[src/rtl/wdog_pkg.sv]
// Package wdog_pkg
// Shared types for the strobed watchdog: the counter run state.
// Assumes: nothing beyond the standard; holds no parameters that vary per instance.
package wdog_pkg;

    // Counter run state: off (timeout zero), counting, or expired and holding.
    typedef enum logic [1:0] {
        WD_OFF  = 2'd0,
        WD_RUN  = 2'd1,
        WD_DONE = 2'd2
    } wd_state_e;

endpackage

[src/rtl/wdog_ctrl_reg.sv]
// Module wdog_ctrl_reg
// Holds the control register (mask bit and timeout) and the pending-load
// request that the next enabled tick turns into a counter reload.
// Assumes: the strobe sits at bit TO_W+1 and the mask at bit TO_W, with the
// timeout below them; the strobe is never stored.
module wdog_ctrl_reg #(
    parameter int unsigned     TO_W        = 6,
    parameter logic [TO_W-1:0] RST_TIMEOUT = 'd4,
    localparam int unsigned    REG_W       = TO_W + 2
) (
    input  logic             clk,
    input  logic             rst_n,
    input  logic             wr_en,
    input  logic [REG_W-1:0] wr_data,
    input  logic             tick_en,
    output logic [TO_W-1:0]  timeout_o,
    output logic             load_pend_o,
    output logic [REG_W-1:0] rd_data
);

    localparam int unsigned STROBE_BIT = TO_W + 1;
    localparam int unsigned MASK_BIT   = TO_W;

    logic [TO_W-1:0] timeout_q;
    logic            mask_q;
    logic            pend_q;
    logic            wr_strobe;
    logic            wr_unmasked;

    // Decode the two control bits of an incoming write.
    always_comb begin
        wr_strobe   = wr_en && wr_data[STROBE_BIT];
        wr_unmasked = wr_en && !wr_data[MASK_BIT];
    end

    // Store the timeout when unmasked and remember the last mask bit.
    always_ff @(posedge clk) begin
        if (!rst_n) begin
            timeout_q <= RST_TIMEOUT;
            mask_q    <= 1'b0;
        end else if (wr_en) begin
            mask_q <= wr_data[MASK_BIT];
            if (wr_unmasked) begin
                timeout_q <= wr_data[TO_W-1:0];
            end
        end
    end

    // Pending reload: set by a strobe or a new timeout, consumed by a tick.
    always_ff @(posedge clk) begin
        if (!rst_n) begin
            pend_q <= 1'b0;
        end else if (wr_strobe || wr_unmasked) begin
            pend_q <= 1'b1;
        end else if (tick_en) begin
            pend_q <= 1'b0;
        end
    end

    // Readback: the strobe always reads zero.
    always_comb begin
        rd_data = {1'b0, mask_q, timeout_q};
    end

    assign timeout_o   = timeout_q;
    assign load_pend_o = pend_q;

    // a masked write never changes the timeout.
    a_r6_mask_holds_timeout: assert property (@(posedge clk) disable iff (!rst_n)
        (wr_en && wr_data[MASK_BIT]) |=> $stable(timeout_q));

    // a strobe always leaves a reload pending for the next tick.
    a_r5_strobe_requests_load: assert property (@(posedge clk) disable iff (!rst_n)
        (wr_en && wr_data[STROBE_BIT]) |=> pend_q);

endmodule

[src/rtl/wdog_counter.sv]
// Module wdog_counter
// Down counter advanced by enabled ticks. It loads the timeout when a reload
// is pending and signals one expiry when it reaches zero, then holds.
// Assumes: load_pend and timeout come from wdog_ctrl_reg; tick_en is already
// gated by the oscillator-running input.
module wdog_counter
    import wdog_pkg::*;
#(
    parameter int unsigned     TO_W        = 6,
    parameter logic [TO_W-1:0] RST_TIMEOUT = 'd4
) (
    input  logic            clk,
    input  logic            rst_n,
    input  logic            tick_en,
    input  logic            load_pend,
    input  logic [TO_W-1:0] timeout,
    output logic            fire_o
);

    localparam logic [TO_W-1:0] ONE  = {{(TO_W-1){1'b0}}, 1'b1};
    localparam logic [TO_W-1:0] ZERO = '0;

    wd_state_e       state_q;
    logic [TO_W-1:0] cnt_q;
    logic            fire;

    // Expiry: a plain tick in run state with the count at its last step.
    always_comb begin
        fire = tick_en && !load_pend && (state_q == WD_RUN) && (cnt_q <= ONE);
    end

    // Load on a pending tick, otherwise count down and stop at zero.
    always_ff @(posedge clk) begin
        if (!rst_n) begin
            cnt_q   <= RST_TIMEOUT;
            state_q <= (RST_TIMEOUT == ZERO) ? WD_OFF : WD_RUN;
        end else if (tick_en) begin
            if (load_pend) begin
                cnt_q   <= timeout;
                state_q <= (timeout == ZERO) ? WD_OFF : WD_RUN;
            end else if (state_q == WD_RUN) begin
                if (cnt_q <= ONE) begin
                    cnt_q   <= ZERO;
                    state_q <= WD_DONE;
                end else begin
                    cnt_q <= cnt_q - ONE;
                end
            end
        end
    end

    assign fire_o = fire;

    // without an enabled tick the counter and its state are frozen.
    a_r2_no_tick_frozen: assert property (@(posedge clk) disable iff (!rst_n)
        !tick_en |=> ($stable(cnt_q) && $stable(state_q)));

    // a zero timeout never produces an expiry.
    a_r7_zero_never_fires: assert property (@(posedge clk) disable iff (!rst_n)
        (timeout == ZERO) |-> !fire);

    // after an expiry the counter sits at zero and does not fire again at once.
    a_r8_hold_after_fire: assert property (@(posedge clk) disable iff (!rst_n)
        fire |=> (cnt_q == ZERO && !fire));

endmodule

[src/rtl/wdog_flag.sv]
// Module wdog_flag
// Timeout flag, set by an expiry and cleared by the flags read pulse; drives
// the interrupt request through the enable.
// Assumes: fire is a single-cycle expiry pulse; expiry wins over clear.
module wdog_flag (
    input  logic clk,
    input  logic rst_n,
    input  logic fire,
    input  logic rd_clr,
    input  logic irq_en,
    output logic flag_o,
    output logic irq_o
);

    logic flag_q;

    // Sticky flag with set priority over the read-clear.
    always_ff @(posedge clk) begin
        if (!rst_n) begin
            flag_q <= 1'b0;
        end else if (fire) begin
            flag_q <= 1'b1;
        end else if (rd_clr) begin
            flag_q <= 1'b0;
        end
    end

    // Interrupt request follows the flag when enabled.
    always_comb begin
        irq_o = flag_q && irq_en;
    end

    assign flag_o = flag_q;

    // an expiry always leaves the flag set.
    a_r9_fire_sets_flag: assert property (@(posedge clk) disable iff (!rst_n)
        fire |=> flag_q);

    // a read-clear without an expiry always leaves the flag clear.
    a_r9_clear_drops_flag: assert property (@(posedge clk) disable iff (!rst_n)
        (rd_clr && !fire) |=> !flag_q);

endmodule

[src/rtl/wdog_strobed.sv]
// Module wdog_strobed
// Top of the strobed watchdog: gates the tick with the oscillator-running
// input and joins the register, counter and flag sections.
// Assumes: tick_32hz is a one-cycle pulse per 31.25 ms, synchronous to clk.
module wdog_strobed #(
    parameter int unsigned     TO_W        = 6,
    parameter logic [TO_W-1:0] RST_TIMEOUT = 'd4,
    localparam int unsigned    REG_W       = TO_W + 2
) (
    input  logic             clk,
    input  logic             rst_n,
    input  logic             tick_32hz,
    input  logic             osc_run,
    input  logic             reg_wr,
    input  logic [REG_W-1:0] reg_wdata,
    output logic [REG_W-1:0] reg_rdata,
    input  logic             flags_rd_clr,
    input  logic             irq_en,
    output logic             wdt_flag,
    output logic             wdt_irq
);

    logic            tick_en;
    logic [TO_W-1:0] timeout;
    logic            load_pend;
    logic            fire;

    // Ticks only count while the oscillator runs.
    always_comb begin
        tick_en = tick_32hz && osc_run;
    end

    wdog_ctrl_reg #(
        .TO_W        (TO_W),
        .RST_TIMEOUT (RST_TIMEOUT)
    ) u_ctrl (
        .clk         (clk),
        .rst_n       (rst_n),
        .wr_en       (reg_wr),
        .wr_data     (reg_wdata),
        .tick_en     (tick_en),
        .timeout_o   (timeout),
        .load_pend_o (load_pend),
        .rd_data     (reg_rdata)
    );

    wdog_counter #(
        .TO_W        (TO_W),
        .RST_TIMEOUT (RST_TIMEOUT)
    ) u_cnt (
        .clk       (clk),
        .rst_n     (rst_n),
        .tick_en   (tick_en),
        .load_pend (load_pend),
        .timeout   (timeout),
        .fire_o    (fire)
    );

    wdog_flag u_flag (
        .clk    (clk),
        .rst_n  (rst_n),
        .fire   (fire),
        .rd_clr (flags_rd_clr),
        .irq_en (irq_en),
        .flag_o (wdt_flag),
        .irq_o  (wdt_irq)
    );

endmodule

[config.mk]
export PLATFORM = sky130hd
export DESIGN_NAME = wdog_strobed
export DESIGN_NICKNAME = d
export VERILOG_FILES = /design/src/rtl/wdog_pkg.sv /design/src/rtl/wdog_ctrl_reg.sv /design/src/rtl/wdog_counter.sv /design/src/rtl/wdog_flag.sv /design/src/rtl/wdog_strobed.sv
export SDC_FILE = /design/constraint.sdc
export NUM_CORES = 1
export LEC_CHECK = 0
export CAP_MARGIN = 20
export CORE_MARGIN = 4
export CORE_UTILIZATION = 38
export DETAILED_ROUTE_END_ITERATION = 10
export PLACE_DENSITY = 0.68
export SETUP_SLACK_MARGIN = 0.05
export SYNTH_ARGS = -nofsm -noshare
export SYNTH_HDL_FRONTEND = slang
export SYNTH_HIERARCHICAL = 1
export SYNTH_SLANG_ARGS = --single-unit
export TNS_END_PERCENT = 50
[constraint.sdc]
create_clock -name clk -period 1.47 [get_ports clk]
set_input_delay 0.3675 -clock clk [delete_from_list [all_inputs] [get_ports clk]]
set_output_delay 0.3675 -clock clk [all_outputs]
set_load 0.01 [all_outputs]
==> summary.txt, run 1 <==
Worst setup path
  • CP startpoint kind: flop
  • R2r setup slk: -0.05 ns
  • R2R depth: 4
  • Reg2reg start: u_cnt/cnt_q[0]
  • CP required: 1.69 ns
  • Worst Path Arrival: approximately 1.7 ns
  • Worst r2r dst: u_cnt/cnt_q[5]
  • Critical path class: flop to flop
  • Crit path capture: u_cnt/cnt_q[5]
  • CP Capture Type: flop
  • Maximum fanout along the worst path: 3
  • Crit path launch: u_cnt/cnt_q[0]

Placed design
  • Quantity of I/O buffers inserted on ports: 23
  • Placed cells: 163
  • Setup WS pre-CTS: -0.367 ns
  • Post-DP HPWL: approximately 1700 um
  • Routability cong.: about 0.83

Floorplan
  • I/O pin count: 25
  • Vert. Die Dim: just under 60 um
  • Core ar.: 2280 sq um
  • Cell Rows: 17
  • Die Span X: roughly 58 um
  • Die ar.: between 3000 and 4000 sq um
  • Initial core utilization: 0.414

Clocking
  • Clock Sinks: 17
  • Worst-path clk slew: 0.09 ns
  • Later-pin clock latency in the skew report: roughly 0.29 ns
  • CTS tree: built
  • Clk buf depth: 2
  • CTS HTree Levels: 1
  • Clk root buf: clkbuf_4
  • Hold-fix buffers, CTS: 0
  • Cts bufs inserted: 3

Cells and area
  • Final net count: about 160
  • Final Util: 0.576
  • Most common cell after layout, fill and taps aside: buf_4
  • Final Non-Filler Cells: roughly 170
  • Fill cells: 225
  • Diodes inserted: 0
  • Most frequent cells in the layout: buf_4, nand2_1, clkdlybuf4s50_1
  • Share of cells above drive strength 1: 0.273
  • Area delta synth->final: 39.0%

Detailed routing
  • DRC: 0
  • Via count: a little under 900
  • WL per Instance: between 10 and 15 um
  • Via-to-Cell Ratio: between 5 and 6
  • Final ANT Viol Nets: 0
  • Final wirelength: roughly 2200 um
  • Detailed Routing Iterations Pass 1: 4
  • Iteration-0 DRC Markers: 15

Yosys
  • Avg Inst Size Synth: 8.89 sq um
  • Seq cells post-synth: 17
  • Yosys cell types: 40
  • Post-synth net total: ~120
  • Post-Syn Area: approximately 940 sq um
  • Yosys warnings: 6
  • Register area share after synthesis: 0.361
  • Mapped Cells: ~110

Timing
  • Clock Skew: roughly 0.0076 ns
  • Highest clock rate: around 0.66 GHz
  • Post-route minimum period: ~1.5 ns
  • Final count of hold timing violations: 0
  • Period utilization: 1.03
  • Final slew viol count: 0
  • Final setup fails: 2
  • Hold Worst Slack: 0.493 ns
  • RSZ-0062 raised after global routing: true
  • TNS Setup: -0.0644 ns
  • Final setup margin: -0.0468 ns

Status
  • Failing checks: negative setup slack
  • Outcome: finished, violations left

Pwr
  • P_sw: a little under 0.3 mW
  • Seq pwr share: 0.499
  • Pwr dens: between 700 and 800 nW/um^2
  • Pint: between 0.7 and 0.8 mW
  • Leakage: roughly 0.55 nW
  • Logic pwr share: 0.258
  • Clock power frac: 0.243
  • Sw Ratio: 0.279
  • Maximum vdd ir drop: 607 uV

GRT
  • Initial antenna violation count: 0
  • Total congestion overflow: 0
  • Total Routing Usage GR: 0.138
  • Vias in the first global route: 860
  • Largest net degree at the start of global routing: 12
  • First-pass GRT wire length: ~3700 um

Min path
  • Worst Hold Class: flop to flop

Flow run
  • Max Cap Viol: 0
[critical path, cell delays in order (launching register included)]
cell and delay (ns):
dfxtp_2 0.34, or4_4 0.54, or3_1 0.32, o21ai_1 0.13
o2bb2ai_1 0.13
[metrics by stage]
| step | cell area [sq um] | power [mW] |
|---|---|---|
| 6_report | 1310 | 1.03 |
| 3_3_place_gp | 1270 | 0.787 |
| 2_1_floorplan | 962 | 0.668 |
| 5_1_grt | 1310 | 1.09 |
| 3_5_place_dp | 1270 | 0.794 |
| 4_1_cts | 1300 | 1.04 |
[final cells by class]
type                            count  area, sq um  area share
Timing Repair Buffer               40          352       0.268
Clock buffer                        4         26.3      0.0201
Multi-Input combinational cell     73          532       0.406
Inverter                            5         18.8      0.0143
Tap cell                           28         35.0      0.0267
Sequential cell                    17          347       0.265
[power by group through the flow]
| stage | Clock (mW) | Combinational, mW | Sequential, mW |
|---|---|---|---|
| 2_1_floorplan | 0 | 0.144 | 0.524 |
| 3_3_place_gp | 0 | 0.264 | 0.524 |
| 3_5_place_dp | 0 | 0.269 | 0.525 |
| 4_1_cts | 0.261 | 0.264 | 0.516 |
| 5_1_grt | 0.273 | 0.291 | 0.521 |
| 6_report | 0.252 | 0.267 | 0.516 |
[layer usage]
metal / GRT usage / share of wire / wire length (um) / vias to the layer above
met5: 0 / 0 / 0 / -
met4: 0.0497 / 0.0073 / 16 / 0
met3: 0.0200 / 0.043 / 95 / 2
met2: 0.245 / 0.50 / 1110 / 24
met1: 0.167 / 0.44 / 978 / 409
li1: - / - / - / 440
[worst min path at each step]
stage	cells past startpoint	endpoint	from
3_5_place_dp	2	u_ctrl/timeout_o[3]	u_ctrl/timeout_o[3]
3_3_place_gp	2	u_ctrl/timeout_o[0]	u_ctrl/timeout_o[0]
4_1_cts	2	u_ctrl/timeout_o[1]	u_ctrl/timeout_o[1]
2_1_floorplan	1	u_cnt/state_q[0]	rst_n
6_report	2	u_ctrl/timeout_o[4]	u_ctrl/timeout_o[4]
5_1_grt	2	u_ctrl/timeout_o[0]	u_ctrl/timeout_o[0]
[cells in the mapped netlist]
cell type	number	area share
nor4_1	1	0.0066
a32oi_1	1	0.0093
or2_2	1	0.0066
a21oi_1	2	0.011
a21boi_0	1	0.0080
a221oi_1	3	0.028
a211o_1	1	0.0093
nor4b_1	1	0.0093
or4_1	1	0.0080
clkbuf_1	1	0.0040
o2bb2ai_1	1	0.0093
nand2_1	14	0.056
o21ai_0	5	0.027
nor2b_4	2	0.029
nand3b_1	3	0.024
nor2b_1	3	0.020
nor3b_1	1	0.0080
or3_2	1	0.0080
or4_4	1	0.012
o21a_1	3	0.024
and2_1	2	0.013
conb_1	1	0.0040
nand3_1	2	0.011
o211ai_1	1	0.0080
nor2_1	3	0.012
inv_1	5	0.020
o21ai_1	1	0.0053
ha_1	2	0.027
o21ai_2	1	0.0093
buf_6	1	0.012
buf_4	9	0.072
a22oi_1	1	0.0080
dfxtp_1	17	0.36
or3_1	1	0.0066
xor2_1	1	0.0093
a211oi_1	2	0.016
mux2i_1	6	0.064
and2_2	1	0.0080
o32ai_1	1	0.0093
o311ai_0	1	0.0093
[flip-flops by register name, summed over array words and instances, names as in the netlist]
signal	flops
u_ctrl/load_pend_o	1
u_ctrl/timeout_o	6
u_ctrl/mask_q	1
u_flag/flag_o	1
u_cnt/cnt_q	6
u_cnt/state_q	2
[cells by family (layout without fill, tap and decap cells)]
group                      after synthesis  after routing  share of synthesized area
AOI/OAI and AO/OA                       25             25                      0.190
xor gates and xnor gates                 1              1                    0.00930
adders and majority gates                2              2                     0.0266
buffers and inverters                   16             49                      0.108
DFF                                     17             17                      0.361
muxes                                    6              6                     0.0637
other                                    1              1                    0.00398
and+or+nand+nor                         38             38                      0.238
[repair_timing]
item,CTS,global route
pin swaps,2,2
endpoints found under the setup margin,15,9
resized for setup,15,8
buffers inserted,0,0
(Power assumes the default switching activity.)
==> run 2, diff against run 1 <==
--- a/config.mk
+++ b/config.mk
@@ -9,7 +9,7 @@
 export CORE_MARGIN = 4
 export CORE_UTILIZATION = 38
 export DETAILED_ROUTE_END_ITERATION = 10
-export PLACE_DENSITY = 0.68
+export PLACE_DENSITY = 0.72
 export SETUP_SLACK_MARGIN = 0.05
 export SYNTH_ARGS = -nofsm -noshare
 export SYNTH_HDL_FRONTEND = slang
==> summary.txt, run 2 (synthesis results as in run 1) <==
Detailed routing
  • Detailed Routing Iterations Pass 1: 4
  • Iteration-0 DRC Markers: 22
  • Via count: around 860
  • WL per Instance: around 13 um
  • DRC: 0
  • Via-to-Cell Ratio: 5.22
  • Final ANT Viol Nets: 0
  • Final wirelength: between 2000 and 2500 um

Clocking
  • CTS tree: built
  • Clk buf depth: 2
  • Worst-path clk slew: roughly 0.10 ns
  • Cts bufs inserted: 3
  • CTS HTree Levels: 1
  • Clk root buf: clkbuf_4
  • Later-pin clock latency in the skew report: 0.29 ns
  • Hold-fix buffers, CTS: 0
  • Clock Sinks: 17

Floorplan
  • Initial core utilization: 0.414
  • Die ar.: about 3300 sq um
  • Cell Rows: 17
  • Vert. Die Dim: just under 60 um
  • Die Span X: approximately 58 um
  • Core ar.: ~2300 sq um
  • I/O pin count: 25

Worst setup path
  • Worst Path Arrival: about 1.8 ns
  • Critical path class: flop to flop
  • CP startpoint kind: flop
  • R2R depth: 4
  • CP Capture Type: flop
  • Maximum fanout along the worst path: 4
  • Worst r2r dst: u_cnt/cnt_q[5]
  • Reg2reg start: u_cnt/cnt_q[0]
  • CP required: roughly 1.7 ns
  • R2r setup slk: -0.06 ns

GRT
  • Vias in the first global route: 878
  • Total Routing Usage GR: 0.144
  • Initial antenna violation count: 0
  • Routing usage on met3: 0.0245
  • Met1 Usage GRT: 0.157
  • First-pass GRT wire length: 3770 um
  • Met2 Use GR: 0.265
  • Most used routing layer: met2
  • Largest net degree at the start of global routing: 11
  • Total congestion overflow: 0

Timing
  • Highest clock rate: approximately 0.65 GHz
  • Period utilization: 1.04
  • Clock Skew: 0.00747 ns
  • RSZ-0062 raised after global routing: true
  • Post-route minimum period: about 1.5 ns
  • Final setup margin: -0.0626 ns
  • Final slew viol count: 0
  • Final count of hold timing violations: 0
  • Final setup fails: 2
  • TNS Setup: -0.0963 ns

Placed design
  • Setup WS pre-CTS: -0.375 ns
  • Quantity of I/O buffers inserted on ports: 23
  • Routability cong.: about 0.85
  • Placed cells: ~160
  • Post-DP HPWL: ~1700 um

Min path
  • Hold path cells: 2
  • Hold wc startpoint: u_ctrl/timeout_o[4]
  • Worst Hold Class: flop to flop
  • WHS Endpoint: u_ctrl/timeout_o[4]

Status
  • Outcome: finished, violations left
  • Failing checks: negative setup slack

Pwr
  • Pwr dens: ~790 nW/um^2
  • Leakage: 0.549 nW
  • Seq pwr share: 0.495
  • Maximum vdd ir drop: approximately 570 uV
  • P_sw: ~0.3 mW
  • Pint: around 0.75 mW
  • Total power: approximately 1.0 mW
  • Logic pwr share: 0.267
  • Clock power frac: 0.238
  • Sw Ratio: 0.285

Cells and area
  • Final Util: 0.581
  • Share of cells above drive strength 1: 0.285
  • Final net count: roughly 160
  • Fill cells: a little over 200
  • Most frequent cells in the layout: buf_4, nand2_1, clkdlybuf4s50_1
  • Area delta synth->final: 40.4%
  • Area of the multi-input gates: approximately 550 sq um
  • Reg area: between 300 and 400 sq um
  • Diodes inserted: 0
  • Final Non-Filler Cells: roughly 170

Flow run
  • Max Cap Viol: 0
## run 2: how the worst max path moves through the flow
stage | start | end | depth (start not counted)
after floorplan | u_ctrl/timeout_o[0] | u_cnt/state_q[0] | 4
after global placement | irq_en | wdt_irq | 3
after detailed placement | irq_en | wdt_irq | 3
after CTS | u_cnt/cnt_q[0] | u_cnt/cnt_q[5] | 4
after global routing | u_cnt/cnt_q[0] | u_cnt/cnt_q[5] | 4
final | u_cnt/cnt_q[0] | u_cnt/cnt_q[5] | 4
## run 2: worst max-delay path, stage by stage, from the launching register on
cell and delay [ns]:
dfxtp_2 0.35, or4_4 0.55, or3_1 0.33, o21ai_1 0.13
o2bb2ai_1 0.12
## run 2: timing repair
item / CTS / global route
buffers inserted: 2 / 1
resized for setup: 20 / 9
pin swaps: 3 / 4
setup endpoints to repair: 14 / 8
## run 2: layer usage
layer / share of wire / vias to the layer above
met5: 0 / -
met4: 0.0079 / 0
met3: 0.044 / 2
met2: 0.53 / 21
met1: 0.42 / 409
li1: - / 430
## run 2: power by group through the flow
stage | Sequential [mW] | Clock [mW] | Combinational [mW]
floorplan | 0.524 | 0 | 0.144
global placement | 0.523 | 0 | 0.248
detailed placement | 0.524 | 0 | 0.254
CTS | 0.517 | 0.259 | 0.261
global route | 0.523 | 0.285 | 0.306
finish | 0.518 | 0.249 | 0.280
## run 2: layout make-up
class / count / area share
Multi-Input combinational cell: 73 / 0.419
Sequential cell: 17 / 0.262
Tap cell: 28 / 0.0265
Clock inverter: 1 / 0.00378
Timing Repair Buffer: 38 / 0.257
Clock buffer: 3 / 0.0170
Inverter: 5 / 0.0142
## run 2: through the flow
stage                     instance area [sq um]  hold WS, ns
after detailed placement                   1230        0.483
after global routing                       1320        0.529
final                                      1320        0.499
after CTS                                  1290        0.498
after floorplan                             962        0.439
after global placement                     1230        0.477
==> run 3, diff against run 2 <==
--- a/config.mk
+++ b/config.mk
@@ -7,9 +7,9 @@
 export LEC_CHECK = 0
 export CAP_MARGIN = 20
 export CORE_MARGIN = 4
-export CORE_UTILIZATION = 38
+export CORE_UTILIZATION = 41
 export DETAILED_ROUTE_END_ITERATION = 10
-export PLACE_DENSITY = 0.72
+export PLACE_DENSITY = 0.76
 export SETUP_SLACK_MARGIN = 0.05
 export SYNTH_ARGS = -nofsm -noshare
 export SYNTH_HDL_FRONTEND = slang
==> constraint.sdc (replaced) <==
create_clock -name clk -period 1.47 [get_ports clk]
set_input_delay 0.3675 -clock clk [delete_from_list [all_inputs] [get_ports clk]]
set_output_delay 0.3675 -clock clk [all_outputs]
set_load 0.1 [all_outputs]
==> summary.txt, run 3 (synthesis results as in run 1) <==
Floorplan
  • I/O pin count: 25
  • Initial core utilization: 0.430
  • Die Span X: roughly 56 um
  • Cell Rows: 17
  • Core ar.: 2190 sq um
  • Die ar.: 3130 sq um
  • Vert. Die Dim: 55.9 um

Clocking
  • Clk root buf: clkbuf_4
  • Later-pin clock latency in the skew report: approximately 0.28 ns
  • Clk buf depth: 2
  • Clock Sinks: 17
  • Cts bufs inserted: 3
  • Worst-path clk slew: around 0.1 ns
  • CTS tree: built
  • CTS HTree Levels: 1

Placed design
  • Quantity of I/O buffers inserted on ports: 23
  • Setup WS pre-CTS: -0.233 ns
  • Post-DP Area: 1330 sq um
  • Post-DP HPWL: around 1700 um
  • Routability cong.: 0.839

Worst setup path
  • Maximum fanout along the worst path: 3
  • CP startpoint kind: flop
  • CP required: 1.69 ns
  • CP max stage delay: roughly 0.54 ns
  • Critical path class: flop to flop
  • CP max stage cell: or4_4
  • CP Capture Type: flop
  • Ordered cell list for the critical path: or4_4, or3_1, o21ai_1, o2bb2ai_1
  • Worst Path Arrival: 1.74 ns

Detailed routing
  • Met2 wire length: approximately 1000 um
  • WL per Instance: between 10 and 15 um
  • Met3 Wirelength: roughly 130 um
  • DRC: 0
  • Final ANT Viol Nets: 0
  • Final wirelength: between 2000 and 2500 um
  • Iteration-0 DRC Markers: 11
  • Detailed Routing Iterations Pass 1: 4
  • Via count: about 860
  • Via-to-Cell Ratio: 5.33
  • Top layer in use: met4
  • Wl on met1: around 900 um

Cells and area
  • Share of cells above drive strength 1: 0.343
  • Final net count: approximately 150
  • Fill cells: 168
  • Final instance area: about 1400 sq um
  • Diodes inserted: 0
  • Most common cell after layout, fill and taps aside: nand2_1
  • Area delta synth->final: 48.1%
  • Most frequent cells in the layout: nand2_1, clkdlybuf4s50_1, buf_4

Timing
  • RSZ-0062 raised after global routing: true
  • Final setup fails: 1
  • Clock Skew: 0.00465 ns
  • Post-route minimum period: roughly 1.5 ns
  • Final count of hold timing violations: 0
  • Period utilization: 1.03
  • Highest clock rate: around 0.66 GHz
  • Final setup margin: -0.0494 ns
  • Final slew viol count: 0

Pwr
  • Maximum vdd ir drop: 471 uV
  • Pwr dens: roughly 820 nW/um^2
  • Leakage: about 0.54 nW

GRT
  • Total congestion overflow: 0
  • First-pass GRT wire length: ~3600 um
  • Vias in the first global route: approximately 870
  • Total Routing Usage GR: 0.141
  • Largest net degree at the start of global routing: 15
  • Initial antenna violation count: 0

Status
  • Failing checks: negative setup slack
  • Outcome: finished, violations left

Flow run
  • Max Cap Viol: 0

Min path
  • Worst Hold Class: flop to flop
==> run 3: layer usage <==
layer,vias to the layer above,global-route usage
met5,-,0
met4,0,0.0644
met3,6,0.0371
met2,34,0.242
met1,395,0.165
li1,429,-
==> run 3: path summary, 6_finish.rpt <==
kind / from / slack, ns / cells past startpoint / end
worst min-delay path: u_cnt/state_q[0] / 0.49 / 2 / u_cnt/state_q[0]
worst max register to register: u_cnt/cnt_q[0] / -0.05 / 4 / u_cnt/cnt_q[5]
worst max-delay path: u_cnt/cnt_q[0] / -0.05 / 4 / u_cnt/cnt_q[5]
worst min register to register: u_cnt/state_q[0] / 0.49 / 2 / u_cnt/state_q[0]
==> run 3: repair_timing <==
action                     4_1_cts  5_1_grt
buffers inserted                 1        1
pin swaps                        4        2
setup endpoints to repair        6        7
gates resized for setup          5        4
hold buffers                     0        0
==> run 3: per-stage QoR <==
step	power [mW]	util	hold WS [ns]	instances	TNS (ns)
6_report	1.14	0.637	0.494	162	-0.0494
5_1_grt	1.20	0.637	0.530	162	-0.289
4_1_cts	1.14	0.623	0.498	161	-0.105
3_5_place_dp	0.890	0.605	0.486	156	-1.39
3_3_place_gp	0.880	0.605	0.485	156	-0.815
2_1_floorplan	0.753	-	0.439	106	-0.0693
==> run 3: where the power goes <==
group / switching (mW) / leakage, nW / internal (mW)
Sequential: 0.0370 / 0.142 / 0.488
Clock: 0.139 / 0.0150 / 0.105
Combinational: 0.202 / 0.383 / 0.174
Total: 0.378 / 0.541 / 0.767
==> run 3: area by class of cell <==
cell class,instances,area [sq um],area share
multi-input cells,73,547,0.392
repair buffers,35,409,0.293
flip-flops and latches,17,359,0.257
inverters,5,18.8,0.0135
well taps,28,35.0,0.0251
clock buffers,4,26.3,0.0188
==> run 3: critical path, delay by kind of cell (launching register included) <==
kind,cells,cell delay (ns)
AO/OA/AOI/OAI,2,0.26
flip-flops,1,0.34
AND/OR/NAND/NOR,2,0.86
